[src/rtl/dl_link_pkg.sv]
package dl_link_pkg;

    localparam int TS_W      = 5;
    localparam int BIT_W     = 3;
    localparam int NAT_N     = 5;
    localparam int SLOT_BITS = 1 << BIT_W;
    localparam int NAT_FIRST = SLOT_BITS - NAT_N;

    typedef enum logic [1:0] {
        LINK_OFF     = 2'd0,
        LINK_NATBITS = 2'd1,
        LINK_FBIT    = 2'd2,
        LINK_CHAN    = 2'd3
    } link_src_e;

    typedef struct packed {
        logic             e1;
        link_src_e        src;
        logic [NAT_N-1:0] sa_mask;
        logic [TS_W-1:0]  chan;
    } link_cfg_t;

    typedef struct packed {
        logic             tick;
        logic             odd;
        logic             fbit;
        logic [TS_W-1:0]  ts;
        logic [BIT_W-1:0] bitn;
    } line_pos_t;

    // Turns a source that is illegal in the chosen line mode into LINK_OFF
    function automatic link_src_e screen_src(link_cfg_t c, int t1_slots);
        link_src_e r;
        case (c.src)
            LINK_NATBITS: r = c.e1 ? LINK_NATBITS : LINK_OFF;
            LINK_FBIT:    r = c.e1 ? LINK_OFF : LINK_FBIT;
            LINK_CHAN: begin
                if (c.e1) r = (c.chan != '0) ? LINK_CHAN : LINK_OFF;
                else      r = (32'(c.chan) < t1_slots) ? LINK_CHAN : LINK_OFF;
            end
            default:      r = LINK_OFF;
        endcase
        return r;
    endfunction

    // True inside the national-bit window of timeslot 0 in an odd frame
    function automatic logic in_nat_window(line_pos_t p);
        return !p.fbit && p.odd && (p.ts == '0) && (p.bitn >= BIT_W'(NAT_FIRST));
    endfunction

endpackage

[src/rtl/dl_cfg_shadow.sv]
module dl_cfg_shadow
    import dl_link_pkg::*;
#(
    parameter int T1_SLOTS = 24
) (
    input  logic      clk,
    input  logic      rst,
    input  logic      load,
    input  link_cfg_t cfg_in,
    output link_cfg_t act
);

    link_cfg_t screened;

    always_comb begin
        screened     = cfg_in;
        screened.src = screen_src(cfg_in, T1_SLOTS);
    end

    always_ff @(posedge clk) begin
        if (rst) begin
            act <= '{e1: 1'b1, src: LINK_OFF, sa_mask: '0, chan: '0};
        end else if (load) begin
            act <= screened;
        end
    end

endmodule

[src/rtl/dl_pos_match.sv]
module dl_pos_match
    import dl_link_pkg::*;
(
    input  line_pos_t        pos,
    input  link_cfg_t        act,
    output logic             hit,
    output logic             nat_tick,
    output logic [BIT_W-1:0] nat_idx
);

    logic             nat_win;
    logic [NAT_N-1:0] nat_onehot;
    logic             sel;

    always_comb begin
        nat_win    = in_nat_window(pos);
        nat_idx    = pos.bitn - BIT_W'(NAT_FIRST);
        nat_onehot = NAT_N'(1) << nat_idx;
        case (act.src)
            LINK_NATBITS: sel = nat_win && |(act.sa_mask & nat_onehot);
            LINK_FBIT:    sel = pos.fbit && pos.odd;
            LINK_CHAN:    sel = !pos.fbit && (pos.ts == act.chan);
            default:      sel = 1'b0;
        endcase
        hit      = pos.tick && sel;
        nat_tick = pos.tick && nat_win && act.e1;
    end

endmodule

[src/rtl/dl_rx_capture.sv]
module dl_rx_capture
    import dl_link_pkg::*;
(
    input  logic             clk,
    input  logic             rst,
    input  logic             hit,
    input  logic             nat_tick,
    input  logic [BIT_W-1:0] nat_idx,
    input  logic             rx_bit,
    output logic             rx_en_q,
    output logic             rx_bit_q,
    output logic [NAT_N-1:0] nat_q
);

    always_ff @(posedge clk) begin
        if (rst) begin
            rx_en_q  <= 1'b0;
            rx_bit_q <= 1'b0;
        end else begin
            rx_en_q  <= hit;
            rx_bit_q <= hit ? rx_bit : 1'b0;
        end
    end

    for (genvar g = 0; g < NAT_N; g++) begin : g_nat
        always_ff @(posedge clk) begin
            if (rst) begin
                nat_q[g] <= 1'b0;
            end else if (nat_tick && (nat_idx == BIT_W'(g))) begin
                nat_q[g] <= rx_bit;
            end
        end
    end

endmodule

[src/rtl/dl_link_sel.sv]
module dl_link_sel
    import dl_link_pkg::*;
#(
    parameter int T1_SLOTS = 24
) (
    input  logic             clk,
    input  logic             rst,
    input  logic             bit_tick,
    input  logic             frame_sync,
    input  logic             frame_odd,
    input  logic             fbit_slot,
    input  logic [TS_W-1:0]  ts_cnt,
    input  logic [BIT_W-1:0] bit_cnt,
    input  logic             e1_mode,
    input  logic [1:0]       cfg_src,
    input  logic [NAT_N-1:0] cfg_sa_mask,
    input  logic [TS_W-1:0]  cfg_chan,
    input  logic             line_rx_bit,
    output logic             dl_rx_en,
    output logic             dl_rx_bit,
    input  logic             dl_tx_bit,
    output logic             dl_tx_req,
    input  logic             line_tx_in,
    output logic             line_tx_out,
    output logic [NAT_N-1:0] sa_nat
);

    link_cfg_t        cfg_raw;
    link_cfg_t        act_q;
    line_pos_t        pos;
    logic             hit;
    logic             nat_tick;
    logic [BIT_W-1:0] nat_idx;

    always_comb begin
        cfg_raw = '{e1: e1_mode, src: link_src_e'(cfg_src),
                    sa_mask: cfg_sa_mask, chan: cfg_chan};
        pos     = '{tick: bit_tick, odd: frame_odd, fbit: fbit_slot,
                    ts: ts_cnt, bitn: bit_cnt};
    end

    dl_cfg_shadow #(.T1_SLOTS(T1_SLOTS)) u_shadow (
        .clk    (clk),
        .rst    (rst),
        .load   (frame_sync),
        .cfg_in (cfg_raw),
        .act    (act_q)
    );

    dl_pos_match u_match (
        .pos      (pos),
        .act      (act_q),
        .hit      (hit),
        .nat_tick (nat_tick),
        .nat_idx  (nat_idx)
    );

    dl_rx_capture u_rx (
        .clk      (clk),
        .rst      (rst),
        .hit      (hit),
        .nat_tick (nat_tick),
        .nat_idx  (nat_idx),
        .rx_bit   (line_rx_bit),
        .rx_en_q  (dl_rx_en),
        .rx_bit_q (dl_rx_bit),
        .nat_q    (sa_nat)
    );

    always_comb begin
        dl_tx_req   = hit;
        line_tx_out = hit ? dl_tx_bit : line_tx_in;
    end

endmodule

[config.mk]
export PLATFORM = sky130hd
export DESIGN_NAME = dl_link_sel
export DESIGN_NICKNAME = d
export VERILOG_FILES = /design/src/rtl/dl_link_pkg.sv /design/src/rtl/dl_cfg_shadow.sv /design/src/rtl/dl_pos_match.sv /design/src/rtl/dl_rx_capture.sv /design/src/rtl/dl_link_sel.sv
export SDC_FILE = /design/constraint.sdc
export NUM_CORES = 1
export LEC_CHECK = 0
export BUFFER_PORTS_ARGS = -buffer_cell sky130_fd_sc_hd__buf_2
export CORE_MARGIN = 3
export CORE_UTILIZATION = 30
export CTS_BUF_LIST = sky130_fd_sc_hd__clkbuf_4
export DETAILED_ROUTE_END_ITERATION = 8
export PLACE_DENSITY = 0.54
export SYNTH_ARGS = -nofsm -noshare
export SYNTH_HDL_FRONTEND = slang
export SYNTH_SLANG_ARGS = --single-unit
export TNS_END_PERCENT = 20
[constraint.sdc]
create_clock -name clk -period 2.23 [get_ports clk]
set_input_delay 0.3345 -clock clk [delete_from_list [all_inputs] [get_ports clk]]
set_output_delay 0.3345 -clock clk [all_outputs]
set_load 0.005 [all_outputs]
### Word-level counts from Yosys, hierarchy flattened

Index checks and enable logic that the tools add are counted.

* bits in registers: 20
* bits of input ports: 30
* output and inout port bits: 9

* add/sub/neg operators: 1
* $lt $le $gt $ge: 2
* equality and inequality tests: 11
* shift operators: 1
* mux-type cells: 8
* bitwise logic cells: 2
* reduce and logical (&&, ||, !) cells: 20

Operator list (count)
* $logic_and A1 B1 Y1: 14
* $eq A2 B2 Y1 const B: 4
* $mux W2: 4
* $eq A3 B2 Y1 const B: 2
* $pmux W2 S3: 1
* $and A5 B5 Y5: 1
* $eq A5 B5 Y1: 1
* $logic_not A5 Y1: 1
* $lt A5 B5 Y1 const B: 1
* $reduce_bool A5 Y1: 1
* $reduce_or A5 Y1: 1
* $shl A1 B3 Y5 const A: 1
* $eq A2 B1 Y1 const B: 2
* $eq A3 B1 Y1 const B: 1
* $eq A3 B3 Y1 const B: 1
* $ge A3 B2 Y1 const B: 1
* $logic_not A3 Y1: 1
* $pmux W1 S3: 1
* $sub A3 B2 Y3 const B: 1
* $mux W1: 2
* $reduce_or A2 Y1: 1
* $logic_not A1 Y1: 1
* $not A1 Y1: 1

### Longest topological paths before layout

* depth in word-level cells: 9
* gate-level depth with buffers: 8

### Hierarchy

Synthesis repeated with hierarchy kept, for this count alone.

* cells, all modules: 106
* area total of the unflattened synthesis: 1077.3 µm²

Modules (own cells, without submodules)
* dl_cfg_shadow: instances 1, cells an instance 49, area each 506.7 µm²
* dl_rx_capture: instances 1, cells an instance 25, area each 301.5 µm²
* dl_pos_match: instances 1, cells an instance 31, area each 254.0 µm²
* dl_link_sel: instances 1, cells an instance 1, area each 15.0 µm²

### Worst setup path after synthesis

Ideal clock, no wire load.

* path type: input port to output port
* start point: input bit_cnt[0]
* end point: output line_tx_out
* data arrival time: 1.956 ns
* required time: 1.896 ns
* setup slack: -0.061 ns
* stages: 8
* cell sequence: buf_2 > and2_1 > ha_1 > nand3_1 > o32ai_1 > or3_1 > o211ai_2 > mux2_4

* cells in the longest elaborated chain, start to end: 8
* elaborated cells on any way between the ends: 10
* those cells by class: 1 x add/sub; 1 x order compare; 1 x shift; 2 x mux; 1 x bitwise; 4 x reduce/logical

RTL lines
* start, declared: RTL line dl_link_sel.sv:13 `input logic [BIT_W-1:0] bit_cnt,`
* $sub A3 B2 Y3: RTL line dl_pos_match.sv:17 `nat_idx = pos.bitn - BIT_W'(NAT_FIRST);`
* $shl A1 B3 Y5: RTL line dl_pos_match.sv:18 `nat_onehot = NAT_N'(1) << nat_idx;`
* $and A5 B5 Y5: RTL line dl_pos_match.sv:20 `LINK_NATBITS: sel = nat_win && |(act.sa_mask & nat_onehot);`
* $reduce_or A5 Y1: RTL line dl_pos_match.sv:20
* $logic_and A1 B1 Y1 *: RTL line dl_pos_match.sv:20
* $pmux W1 S3 *: RTL line dl_pos_match.sv:19 `case (act.src)`
* $logic_and A1 B1 Y1 *: RTL line dl_pos_match.sv:25 `hit = pos.tick && sel;`
* $mux W1 *: RTL line dl_link_sel.sv:72 `line_tx_out = hit ? dl_tx_bit : line_tx_in;`
* end, declared: RTL line dl_link_sel.sv:24 `output logic line_tx_out,`

Mark *: on every way between the ends. The rest lies on a longest branch, timed or not.

### Final worst setup path

* start point: input bit_cnt[1]
* end point: output line_tx_out

Same word-level chain as after synthesis.

==> run summary <==
RSZ-0062 raised after global routing -> true
Ys Warns -> 0
Ant. Diodes -> 0
PortBufs -> 38
Worst-Skew Late Latency -> 0.30 ns
critical path arrival -> 1.85 ns
GPL Wtd Cong -> 0.771
DIE WIDTH -> 64.6 um
design area -> 1400 um2
Final Hold Slack -> 0.261 ns
fin nets -> 185
Worst path slowest cell -> or3_1
worst slew margin relative to its limit -> 72.6%
HP Class -> primary input to flip-flop
FF+latch count, synth -> 20
measured slew at the worst slew-check pin -> 0.411 ns
Residual DRC -> 0
share of layout cells above drive strength 1 -> 40.5%
asr flop ratio synth -> 0%
crit-path max FO -> 4
crit path launch type -> primary input
Flop pwr share -> 54.8%
die area -> 4170 um2
cell mode on critical path -> buf_6
Area growth, synth to finish -> 36.4%
status -> complete, no violations
largest net degree at the start of global routing -> 21
Power Density -> 497 nW/um2
Post-Syn Area -> 1030 um2
GRT Total Usage -> 13.0%
Root Buffer -> clkbuf_4
VDD IR max -> 246 uV
Post-synth EDFFs -> 0
hold path cells -> 3
first-pass GRT wire length -> 4.26 mm
commonest non-fill, non-tap cell in the layout -> buf_2
total gr overflow -> 0
Pre-antenna DRT Iters -> 4
CTS tree -> done
R2R Path End -> u_rx.rx_bit_q
setup slack, reg-to-reg -> 0.76 ns
max-slew violations -> 0
WL final -> 2.49 mm
# IOs -> 39
CP peak stage delay -> 0.32 ns
placed cell areas -> 1300 um2
fmax -> 457 MHz
Rows -> 20
Critical Path End Type -> output port
HPWL after DPL -> 1.91 mm
Inserted Clock Buffers -> 3
per-cell routed wire length -> 12.7 um
fill count -> 341
DR iter-0 viols -> 30
Core Area -> 3150 um2
clock tree buffer depth -> 2
sw frac -> 27.0%
Clock transition at path regs -> 0.12 ns
final setup violating endpoints -> 0
Hold Vio Cnt, Final -> 0
commonest non-fill, non-tap cells in the layout -> 33 x buf_2, 19 x dfxtp_1, 17 x nor2_1, 16 x mux2i_1, 7 x buf_4
post-route ant nets -> 0
Critical Path RT -> 1.90 ns
Clock Skew -> 0.00477 ns
worst r2r src -> u_shadow.act[3]
combinational fraction of design power -> 19.6%
CTS sink cnt -> 20
min-delay src -> cfg_sa_mask[0]
Avg Inst Size Synth -> 9.44 um2
Die Y -> 64.6 um
initial antenna violation count -> 0
Switch Pwr -> 188 uW
top_reg_cell synth -> dfxtp_1
vias -> 919
synth unique cells -> 33
crit path time final -> 2.19 ns
post-synthesis sequential area ratio -> 38.9%
Vias per Instance -> 4.66
H-tree depth -> 1
cell count after synthesis -> 109
max cap viols -> 0
Mapped Nets -> 140
clock group share of total power -> 25.6%
vias in the first global route -> 955
Leak Pwr -> 0.000631 uW
CP Class -> primary input to output port
Hold Path End -> u_shadow.act[5]
Cell Int Power -> 509 uW
Tcrit/Tclk final -> 98.1%
initial core utilization -> 32.6%
FF-to-FF path depth -> 6
crit-path cells -> buf_6 > and2_4 > ha_4 > nand3_2 > o32ai_1 > or3_1 > o211ai_2 > mux2_4 > buf_6
synthesized netlist by cell type (2+ instances only):
cell | number | area (um2)
inv_1 | 4 | 15.0
clkbuf_1 | 3 | 11.3
dfxtp_1 | 20 | 400
nand2_1 | 4 | 15.0
xor2_1 | 2 | 17.5
xnor2_1 | 2 | 17.5
a31oi_1 | 2 | 12.5
mux2i_1 | 16 | 160
nand2b_1 | 2 | 12.5
nor2_1 | 17 | 63.8
and2_1 | 2 | 12.5
nor4b_2 | 3 | 45.0
nor3b_1 | 3 | 22.5
nor4_1 | 2 | 12.5
a21oi_1 | 4 | 20.0
a211o_1 | 2 | 17.5
o21ai_0 | 5 | 25.0
power groups by stage:
| stage | Combinational (uW) | Sequential, uW | Clock, uW |
|---|---|---|---|
| 2_1_floorplan | 69.3 | 387 | 0 |
| 3_3_place_gp | 120 | 390 | 0 |
| 3_5_place_dp | 123 | 390 | 0 |
| 4_1_cts | 129 | 382 | 188 |
| 5_1_grt | 153 | 384 | 206 |
| 6_report | 137 | 382 | 179 |
state kept, by name, summed over array words and instances (netlist names):
register       count
u_rx.nat_q         5
u_rx.rx_en_q       1
u_rx.rx_bit_q      1
u_shadow.act      13
how the worst max path moves through the flow:
stage                               start     endpoint  slack [ns]  cells past startpoint
after CTS                 u_shadow.act[3]  line_tx_out       0.002                      6
after global placement         bit_cnt[0]  line_tx_out       -0.05                      9
final                          bit_cnt[1]  line_tx_out        0.04                      9
after detailed placement       bit_cnt[0]  line_tx_out       -0.08                      9
after global routing           bit_cnt[1]  line_tx_out       -0.03                      9
after floorplan                bit_cnt[0]  line_tx_out       0.005                      8
routing by layer:
metal / share of wire [%] / vias to the layer above / track usage, % / routed length [um]
met3: 2.7 / 2 / 1.21 / 68
met5: 0 / - / 0 / 0
met1: 45 / 425 / 15.4 / 1130
li1: - / 475 / - / -
met4: 0.80 / 0 / 5.54 / 20
met2: 51 / 17 / 23.6 / 1280
metrics by stage:
stage / TNS, ns / cells / power [uW] / setup slack (ns) / utilization [%]
2_1_floorplan: 0 / 109 / 456 / 0.00505 / -
3_3_place_gp: -0.0476 / 192 / 510 / -0.0476 / 41.3
3_5_place_dp: -0.0772 / 192 / 513 / -0.0772 / 41.3
4_1_cts: 0 / 197 / 699 / 0.00195 / 43.0
5_1_grt: -0.0252 / 197 / 743 / -0.0252 / 44.5
6_report: 0 / 197 / 698 / 0.0423 / 44.5
final cells by class:
class | count | area (um2) | area share, %
Clock buffer | 3 | 22.5 | 1.61
Inverter | 4 | 15.0 | 1.07
Multi-Input combinational cell | 80 | 631 | 45.0
Clock inverter | 1 | 3.75 | 0.268
Timing Repair Buffer | 45 | 274 | 19.5
Sequential cell | 20 | 402 | 28.6
Tap cell | 44 | 55.1 | 3.93
kinds of logic (layout without fill, tap and decap cells):
logic type      count (synthesis)  after routing  share of synthesized area [%]
simple gates                   42             42                           25.8
flops                          20             20                           38.9
mux                            17             17                           17.0
compound gates                 16             16                           10.2
buf+inv                         9             53                           3.41
xor+xnor                        4              4                           3.41
fa+ha+maj                       1              1                           1.22
repair_timing:
action                     CTS  global route
gates resized for setup      5            10
hold buffers                 0             0
setup endpoints to repair    1             1
setup buffers                1             0
pin swaps                    3             8
worst max-delay path, delay by kind of cell:
kind                       cells  cell delay (ns)
buffers and inverters          2             0.20
and+or+nand+nor                3             0.56
AOI/OAI and AO/OA              2             0.18
muxes                          1             0.32
adders and majority gates      1             0.25
Power figures use the tool's default switching activity.
